### config.mk
export PLATFORM = sky130hd
export DESIGN_NAME = atline_classifier
export DESIGN_NICKNAME = d
export VERILOG_FILES = /design/src/rtl/atl_pkg.sv /design/src/rtl/at_name_match.sv /design/src/rtl/at_range_check.sv /design/src/rtl/atline_classifier.sv
export SDC_FILE = /design/constraint.sdc
export NUM_CORES = 1
export LEC_CHECK = 0
export CORE_MARGIN = 2
export CORE_UTILIZATION = 51
export CTS_BUF_LIST = sky130_fd_sc_hd__clkbuf_4
export DETAILED_ROUTE_END_ITERATION = 16
export GPL_ROUTABILITY_DRIVEN = 0
export PLACE_DENSITY = 0.77
export SETUP_SLACK_MARGIN = 0.02
export SLEW_MARGIN = 15
export SYNTH_ARGS = -nofsm -noshare
export SYNTH_HDL_FRONTEND = slang
export SYNTH_SLANG_ARGS = --single-unit
### constraint.sdc
create_clock -name clk -period 3.15 [get_ports clk]
set_input_delay 0.4725 -clock clk [delete_from_list [all_inputs] [get_ports clk]]
set_output_delay 0.4725 -clock clk [all_outputs]
set_load 0.02 [all_outputs]
### src/rtl/atl_pkg.sv
package atl_pkg;
    localparam int NAME_MAX  = 9;
    localparam int NAME_BITS = 8 * NAME_MAX;
    localparam int NUM_CMDS  = 14;
    localparam int CODE_W    = 4;

    localparam logic [CODE_W-1:0] CODE_BARE   = CODE_W'(0);
    localparam logic [CODE_W-1:0] CODE_NONE   = CODE_W'(15);
    localparam logic [CODE_W-1:0] C_CIPCLOSE  = CODE_W'(2);
    localparam logic [CODE_W-1:0] C_CIPSEND   = CODE_W'(4);
    localparam logic [CODE_W-1:0] C_CIPSTART  = CODE_W'(6);
    localparam logic [CODE_W-1:0] C_CWMODE    = CODE_W'(10);

    typedef enum logic [1:0] {FORM_PLAIN, FORM_SET, FORM_QUERY, FORM_TEST} form_t;
    typedef enum logic [2:0] {ERR_NONE, ERR_PREFIX, ERR_NAME, ERR_SYNTAX,
                              ERR_RANGE, ERR_OVF} err_t;
    typedef enum logic [3:0] {S_IDLE, S_A, S_T, S_NAME, S_QRY, S_TEST,
                              S_PARAM, S_QUOTE, S_QEND, S_DISC} state_t;

    // Right-aligned, zero-padded name for each code; index 0 is the bare line.
    function automatic logic [NAME_BITS-1:0] cmd_name(input int idx);
        case (idx)
            1:       return NAME_BITS'("CIFSR");
            2:       return NAME_BITS'("CIPCLOSE");
            3:       return NAME_BITS'("CIPMUX");
            4:       return NAME_BITS'("CIPSEND");
            5:       return NAME_BITS'("CIPSERVER");
            6:       return NAME_BITS'("CIPSTART");
            7:       return NAME_BITS'("CIPSTATUS");
            8:       return NAME_BITS'("CWJAP");
            9:       return NAME_BITS'("CWLAP");
            10:      return NAME_BITS'("CWMODE");
            11:      return NAME_BITS'("CWQAP");
            12:      return NAME_BITS'("CWSAP");
            13:      return NAME_BITS'("RST");
            default: return '0;
        endcase
    endfunction

    function automatic logic [7:0] upcase(input logic [7:0] c);
        return (c >= "a" && c <= "z") ? c - 8'h20 : c;
    endfunction

    function automatic logic is_digit(input logic [7:0] c);
        return (c >= "0" && c <= "9");
    endfunction

    function automatic logic is_alnum(input logic [7:0] c);
        return is_digit(c) || (upcase(c) >= "A" && upcase(c) <= "Z");
    endfunction
endpackage

### src/rtl/at_name_match.sv
module at_name_match
    import atl_pkg::*;
(
    input  logic                 clk,
    input  logic                 rst_n,
    input  logic [NAME_BITS-1:0] name_i,
    output logic                 hit_o,
    output logic [CODE_W-1:0]    code_o
);
    logic [NUM_CMDS-1:0] hits;

    assign hits[0] = 1'b0;
    for (genvar i = 1; i < NUM_CMDS; i++) begin : g_cmp
        assign hits[i] = (name_i == cmd_name(i));
    end

    always_comb begin
        code_o = CODE_NONE;
        for (int i = 1; i < NUM_CMDS; i++) begin
            if (hits[i]) code_o = CODE_W'(i);
        end
    end

    assign hit_o = |hits;


    name_onehot_chk: assert property (@(posedge clk) disable iff (!rst_n)
        $onehot0(hits));
endmodule

### src/rtl/at_range_check.sv
module at_range_check
    import atl_pkg::*;
#(
    parameter int PCW = 3
) (
    input  logic [CODE_W-1:0] code_i,
    input  logic [PCW-1:0]    pcnt_i,
    input  logic [4:0]        f1_num_i,
    input  logic              f1_dig_i,
    input  logic              f1_quoted_i,
    output logic              bad_o
);
    logic id_bad;
    assign id_bad = !f1_dig_i || (f1_num_i > 5'd4);

    always_comb begin
        bad_o = 1'b0;
        case (code_i)
            C_CWMODE:   bad_o = !f1_dig_i || (f1_num_i < 5'd1) || (f1_num_i > 5'd3);
            C_CIPCLOSE: bad_o = id_bad;
            C_CIPSTART: bad_o = !f1_quoted_i && id_bad;
            C_CIPSEND:  bad_o = (pcnt_i >= PCW'(2)) && id_bad;
            default:    bad_o = 1'b0;
        endcase
    end
endmodule

### src/rtl/atline_classifier.sv
module atline_classifier
    import atl_pkg::*;
#(
    parameter int BUF_BYTES  = 32,
    parameter int MAX_PARAMS = 5,
    localparam int PCW = $clog2(MAX_PARAMS + 1),
    localparam int LW  = $clog2(BUF_BYTES + 1)
) (
    input  logic                   clk,
    input  logic                   rst_n,
    input  logic                   rx_valid,
    input  logic [7:0]             rx_data,
    output logic                   rx_ready,
    output logic                   cmd_valid,
    input  logic                   cmd_ready,
    output logic [CODE_W-1:0]      cmd_code,
    output logic [1:0]             cmd_form,
    output logic [2:0]             cmd_err,
    output logic [PCW-1:0]         cmd_nparams,
    output logic [LW-1:0]          cmd_len,
    output logic [BUF_BYTES*8-1:0] cmd_params
);
    localparam int NLW = $clog2(NAME_MAX + 1);

    typedef struct packed {
        state_t                 st;
        logic [NAME_BITS-1:0]   name;
        logic [NLW-1:0]         nlen;
        logic [CODE_W-1:0]      code;
        form_t                  form;
        err_t                   err;
        logic [PCW-1:0]         pcnt;
        logic [LW-1:0]          plen;
        logic [BUF_BYTES*8-1:0] pbuf;
        logic                   fstart;
        logic                   qfirst;
        logic                   pspace;
        logic [4:0]             f1num;
        logic                   f1dig;
        logic                   f1q;
        logic                   ov;
    } regs_t;

    regs_t q, d;
    logic take, eol, dig, wr, comma, fin, m_hit, rng_bad;
    logic [7:0] ch;
    logic [4:0] base;
    logic [CODE_W-1:0] m_code;

    at_name_match u_match (
        .clk(clk), .rst_n(rst_n), .name_i(q.name), .hit_o(m_hit), .code_o(m_code)
    );

    at_range_check #(.PCW(PCW)) u_range (
        .code_i(q.code), .pcnt_i(q.pcnt), .f1_num_i(q.f1num), .f1_dig_i(q.f1dig),
        .f1_quoted_i(q.f1q), .bad_o(rng_bad)
    );

    assign rx_ready = !q.ov;
    assign take     = rx_valid && rx_ready;
    assign ch       = upcase(rx_data);
    assign eol      = (rx_data == 8'h0D) || (rx_data == 8'h0A);
    assign dig      = is_digit(rx_data);
    assign base     = q.fstart ? 5'd0 : q.f1num;

    always_comb begin
        d     = q;
        wr    = 1'b0;
        comma = 1'b0;
        fin   = 1'b0;
        if (q.ov && cmd_ready) d.ov = 1'b0;
        if (take) begin
            case (q.st)
                S_IDLE: if (!eol) begin
                    d.name  = '0;  d.nlen = '0;  d.code = CODE_NONE;
                    d.form  = FORM_PLAIN;  d.err = ERR_NONE;
                    d.pcnt  = '0;  d.plen = '0;  d.pbuf = '0;
                    d.f1num = '0;  d.f1dig = 1'b0;  d.f1q = 1'b0;
                    if (ch == "A") d.st = S_A;
                    else begin d.st = S_DISC; d.err = ERR_PREFIX; end
                end
                S_A: begin
                    if (eol) begin fin = 1'b1; d.err = ERR_PREFIX; end
                    else if (ch == "T") d.st = S_T;
                    else begin d.st = S_DISC; d.err = ERR_PREFIX; end
                end
                S_T: begin
                    if (eol) begin fin = 1'b1; d.code = CODE_BARE; end
                    else if (rx_data == "+") d.st = S_NAME;
                    else begin d.st = S_DISC; d.err = ERR_NAME; end
                end
                S_NAME: begin
                    if (eol) begin
                        fin    = 1'b1;
                        d.code = m_hit ? m_code : CODE_NONE;
                        d.err  = m_hit ? ERR_NONE : ERR_NAME;
                    end else if ((rx_data == "?" || rx_data == "=") && m_hit) begin
                        d.code = m_code;
                        if (rx_data == "?") begin
                            d.form = FORM_QUERY; d.st = S_QRY;
                        end else begin
                            d.form = FORM_SET; d.st = S_PARAM; d.pcnt = PCW'(1);
                            d.fstart = 1'b1; d.f1dig = 1'b0; d.f1q = 1'b0;
                        end
                    end else if (is_alnum(rx_data) && q.nlen != NLW'(NAME_MAX)) begin
                        d.name = {q.name[NAME_BITS-9:0], ch};
                        d.nlen = q.nlen + 1'b1;
                    end else begin
                        d.st = S_DISC; d.err = ERR_NAME;
                    end
                end
                S_QRY, S_TEST: begin
                    if (eol) fin = 1'b1;
                    else begin d.st = S_DISC; d.err = ERR_SYNTAX; end
                end
                S_PARAM: begin
                    if (eol) begin
                        fin = 1'b1; d.err = rng_bad ? ERR_RANGE : ERR_NONE;
                    end else if (rx_data == "?" && q.plen == '0) begin
                        d.form = FORM_TEST; d.st = S_TEST; d.pcnt = '0;
                    end else if (rx_data == ",") begin
                        comma = 1'b1; wr = 1'b1; d.fstart = 1'b1;
                    end else if (rx_data == "\"") begin
                        if (q.fstart) begin
                            wr = 1'b1; d.st = S_QUOTE; d.qfirst = 1'b1;
                            d.pspace = 1'b0; d.fstart = 1'b0;
                            if (q.pcnt == PCW'(1)) d.f1q = 1'b1;
                        end else begin
                            d.st = S_DISC; d.err = ERR_SYNTAX;
                        end
                    end else begin
                        wr = 1'b1; d.fstart = 1'b0;
                        if (q.pcnt == PCW'(1)) begin
                            d.f1dig = (q.fstart || q.f1dig) && dig;
                            if (dig) d.f1num = (base > 5'd2) ? 5'd31
                                             : 5'(base * 5'd10 + {1'b0, rx_data[3:0]});
                        end
                    end
                end
                S_QUOTE: begin
                    if (eol) begin
                        fin = 1'b1; d.err = ERR_SYNTAX;
                    end else if (rx_data == "\"") begin
                        if (q.pspace) begin d.st = S_DISC; d.err = ERR_SYNTAX; end
                        else begin wr = 1'b1; d.st = S_QEND; end
                    end else if (rx_data == " " && q.qfirst) begin
                        d.st = S_DISC; d.err = ERR_SYNTAX;
                    end else begin
                        wr = 1'b1; d.qfirst = 1'b0; d.pspace = (rx_data == " ");
                    end
                end
                S_QEND: begin
                    if (eol) begin
                        fin = 1'b1; d.err = rng_bad ? ERR_RANGE : ERR_NONE;
                    end else if (rx_data == ",") begin
                        comma = 1'b1; wr = 1'b1; d.fstart = 1'b1; d.st = S_PARAM;
                    end else begin
                        d.st = S_DISC; d.err = ERR_SYNTAX;
                    end
                end
                S_DISC:  if (eol) fin = 1'b1;
                default: d.st = S_IDLE;
            endcase

            if (wr) begin
                if (q.plen == LW'(BUF_BYTES)) begin
                    d.st = S_DISC; d.err = ERR_OVF;
                end else begin
                    d.pbuf[int'(q.plen)*8 +: 8] = rx_data;
                    d.plen = q.plen + 1'b1;
                end
            end
            if (comma) begin
                if (q.pcnt == PCW'(MAX_PARAMS)) begin d.st = S_DISC; d.err = ERR_OVF; end
                else d.pcnt = q.pcnt + 1'b1;
            end
            if (fin) begin d.ov = 1'b1; d.st = S_IDLE; end
        end
    end

    always_ff @(posedge clk) begin
        if (!rst_n) q <= '0;
        else        q <= d;
    end

    assign cmd_valid   = q.ov;
    assign cmd_code    = q.code;
    assign cmd_form    = q.form;
    assign cmd_err     = q.err;
    assign cmd_nparams = q.pcnt;
    assign cmd_len     = q.plen;
    assign cmd_params  = q.pbuf;


    hold_stable_chk: assert property (@(posedge clk) disable iff (!rst_n)
        cmd_valid && !cmd_ready |=> cmd_valid && $stable(cmd_code) && $stable(cmd_err)
            && $stable(cmd_form) && $stable(cmd_nparams) && $stable(cmd_len));

    result_after_byte_chk: assert property (@(posedge clk) disable iff (!rst_n)
        $rose(cmd_valid) |-> $past(rx_valid && rx_ready));

    bounds_chk: assert property (@(posedge clk) disable iff (!rst_n)
        cmd_valid |-> cmd_len <= LW'(BUF_BYTES) && cmd_nparams <= PCW'(MAX_PARAMS));

    code_none_chk: assert property (@(posedge clk) disable iff (!rst_n)
        cmd_valid && (cmd_err == ERR_PREFIX || cmd_err == ERR_NAME) |-> cmd_code == CODE_NONE);

    form_count_chk: assert property (@(posedge clk) disable iff (!rst_n)
        cmd_valid && cmd_err == ERR_NONE |-> (cmd_form == FORM_SET) == (cmd_nparams != '0));
endmodule

==> metrics.md <==
| Metric | Value |
|---|---|
| Status | finished, final reports clean |
| Sink Count | 365 |
| Synth area leader | dfxtp_1 |
| Final Power | approximately 9300 µW |
| Largest net degree at the start of global routing | 58 |
| Max_cap viols | 0 |
| Global route overflow | 0 |
| Top_reg_cell synth | dfxtp_1 |
| Rows | just under 70 |
| Critical Path Fanout Max | 14 |
| Area grow syn2layout | 19.5% |
| Setup CP Type | reg -> reg |
| DR WL/cell | a little over 20 µm |
| Die Ht | 193 µm |
| Setup Fix Bufs, Post-CTS | 0 |
| HPWL after DPL | ~40 mm |
| Final nets | 2243 |
| Clk_lat worst skew | between 0.8 and 0.9 ns |
| Sequential element share of the synthesized area | about two fifths |
| Final period util | 95.5% |
| Share of layout cells above drive strength 1 | 17.8% |
| Root Buffer Master | clkbuf_4 |
| Hold Buf Count CTS | 0 |
| Post-synth net total | 2084 |
| Die ar. | roughly 37000 µm² |
| Slew at the pin closest to its max-slew limit | approximately 0.8 ns |
| Crit path arrival time | around 3.7 ns |
| Vias after detailed routing | approximately 17000 |
| DRT antenna net count | 0 |
| Fin crit period | 3.01 ns |
| Effective utilization at floorplan | between 50% and 60% |
| Final Setup Violations | 0 |
| Ys Warns | 0 |
| CTS tree | yes |
| Core area | 35300 µm² |
| Remaining DRCs | 0 |
| Post-route clock skew | approximately 0.054 ns |
| Clk buf depth | 3 |
| Cell Pwr Density | about 430 nW/µm² |
| Post-synthesis sequential element count | 365 |
| GRT Overall Usage | between 20 and 30% |
| # IOs | about 290 |
| Leakage | 0.00761 µW |
| Final Hold Viols | 0 |
| Cells after Synth | roughly 2000 |
| Number of I/O port buffers | 287 |
| Syn_area_per_cell | a little under 9 µm² |
| Post-synth EDFFs | 0 |
| CTS H-Tree Depth | 3 |
| Drt initial violations | approximately 1600 |
| Library cells used by synthesis | 88 |
| Total Wirelength | 55.3 mm |
| Post-Syn Area | between 15000 and 20000 µm² |
| Final cell count without fillers | roughly 2700 |
| Initial antenna violation count | 4 |
| Fraction of registers with async set/reset | 0% |
| Vias in the first global route | 15800 |
| Yosys top cell area share | between 40% and 50% |
| First-pass GRT wire length | around 85 mm |
| RSZ-0062 raised after global routing | no |
| Fin. max-slew vios | 0 |
| Max IR drop VDD | roughly 330 µV |
| Post-DR vias/cell | 6.06 |
| Fmax | 333 MHz |
| Slew HR | about 45% |
| Largest cells by area after synthesis | dfxtp_1 (40%), buf_4 (11%), nand2_1 (5.4%) |
| Worst setup SP type | flop |
| Die X | between 150 and 200 µm |
| Drt pass-1 iters | 7 |
| Fill cells | approximately 3000 |
| CP required | between 3 and 4 ns |
| CTS Buf Count | 93 |
| Placed Cells | approximately 2600 |
| Critical Path End Type | flop |
| Worst-path clk slew | ~0.07 ns |
| Worst hold path class | in -> reg |
synth_stat cells (all sizes together) (7+ instances only):
master / instances
and2: 12
nand3: 63
clkbuf: 102
nand4: 42
o21a: 21
a31oi: 15
nor4b: 13
a21o: 10
inv: 30
a211oi: 7
a22o: 41
mux2i: 20
nand2b: 13
xnor2: 7
buf: 305
ha: 14
a32o: 97
nor4: 30
nand4b: 8
nor2: 115
nor2b: 13
o2bb2ai: 64
a21oi: 127
nor3: 44
o31ai: 7
nor4bb: 10
dfxtp: 365
o221a: 7
and3: 8
o22ai: 20
or3: 9
nand2: 262
a22oi: 14
o21ai: 64
path summary, 6_finish.rpt:
path	from	end	slack, ns	cells past startpoint
worst min register to register	q[349]	q[357]	0.45	2
worst max register to register	cmd_len[0]	cmd_params[38]	0.14	12
worst min-delay path	rst_n	q[364]	0.13	3
worst max-delay path	cmd_len[0]	cmd_params[38]	0.14	12
metal layers:
layer	vias up	routed length, µm	GRT usage [%]
met2	914	26400	48.2
li1	7580	-	-
met1	7893	21400	35.1
met3	199	4920	5.98
met5	-	11	0
met4	2	2450	15.0
what timing repair did:
item,in CTS,in global routing
gates resized for setup,2,6
endpoints found under the setup margin,9,53
pin swaps,0,1
cells in the final DEF, fill, tap and decap left out, types with 9 or more instances in the layout:
master,n
mux2i_1,20
o21a_1,20
nor3_1,37
nor4bb_1,9
a21oi_1,118
a32o_1,97
o22ai_1,19
a31oi_1,15
nand3_1,63
nor2_4,13
ha_1,14
and2_1,12
nor4_1,26
o2bb2ai_1,64
clkinv_1,17
a22o_1,41
a22oi_1,14
nand4_1,42
buf_12,9
nor2_1,92
nand2_1,259
clkbuf_4,124
clkdlybuf4s50_1,286
a21o_1,9
nor4b_1,10
nor2b_1,12
inv_1,30
o21ai_0,56
buf_4,175
dfxtp_1,365
nand2b_1,13
final cells by class:
| type | instances | area (µm²) | area share [%] |
|---|---|---|---|
| diodes | 4 | 10.0 | 0.0462 |
| clock inverters | 29 | 179 | 0.826 |
| multi-input cells | 1255 | 8190 | 37.8 |
| well taps | 461 | 577 | 2.66 |
| flip-flops and latches | 365 | 7310 | 33.7 |
| repair buffers | 471 | 4360 | 20.1 |
| clock buffers | 124 | 931 | 4.30 |
| inverters | 30 | 113 | 0.520 |
state kept, by name, summed over array words and instances, names as in the netlist:
register / cells
cmd_params: 256
q: 90
cmd_code: 4
cmd_form: 2
cmd_nparams: 3
cmd_valid: 1
cmd_err: 3
cmd_len: 6
power by group:
part	switching (µW)	leakage, µW	internal, µW
registers	28.4	0.00294	4640
clock network	1900	0.000654	1980
logic	479	0.00401	258
kinds of logic after synthesis:
kind of cell | Yosys count | synth area share [%]
adders and majority gates | 15 | 1.08
DFF | 365 | 40.3
AOI/OAI and AO/OA | 536 | 22.4
muxes | 20 | 1.10
xor gates and xnor gates | 11 | 0.531
buffers and inverters | 437 | 15.0
and+or+nand+nor | 673 | 19.6
per-stage QoR:
step / hold WS [ns] / area (µm²) / util [%] / setup slack (ns) / TNS, ns
2_1_floorplan: 0.429 / 18100 / - / 0.0488 / 0
3_3_place_gp: 0.438 / 20500 / 58.1 / -0.346 / -56.27
3_5_place_dp: 0.445 / 20500 / 58.1 / -0.437 / -78.98
4_1_cts: 0.0523 / 21600 / 61.3 / 0.106 / 0
5_1_grt: 0.0964 / 21700 / 61.3 / 0.0181 / 0
6_report: 0.129 / 21700 / 61.4 / 0.143 / 0
critical path, stage by stage, from the launching register on:
cell,delay [ns]
dfxtp_1,0.38
inv_1,0.09
ha_1,0.26
nor4b_2,0.19
and2_1,0.22
buf_4,0.20
a211oi_2,0.25
buf_4,0.25
inv_1,0.11
nor3_2,0.25
buf_4,0.18
and3_1,0.35
a22o_1,0.18
Power figures use the tool's default switching activity.
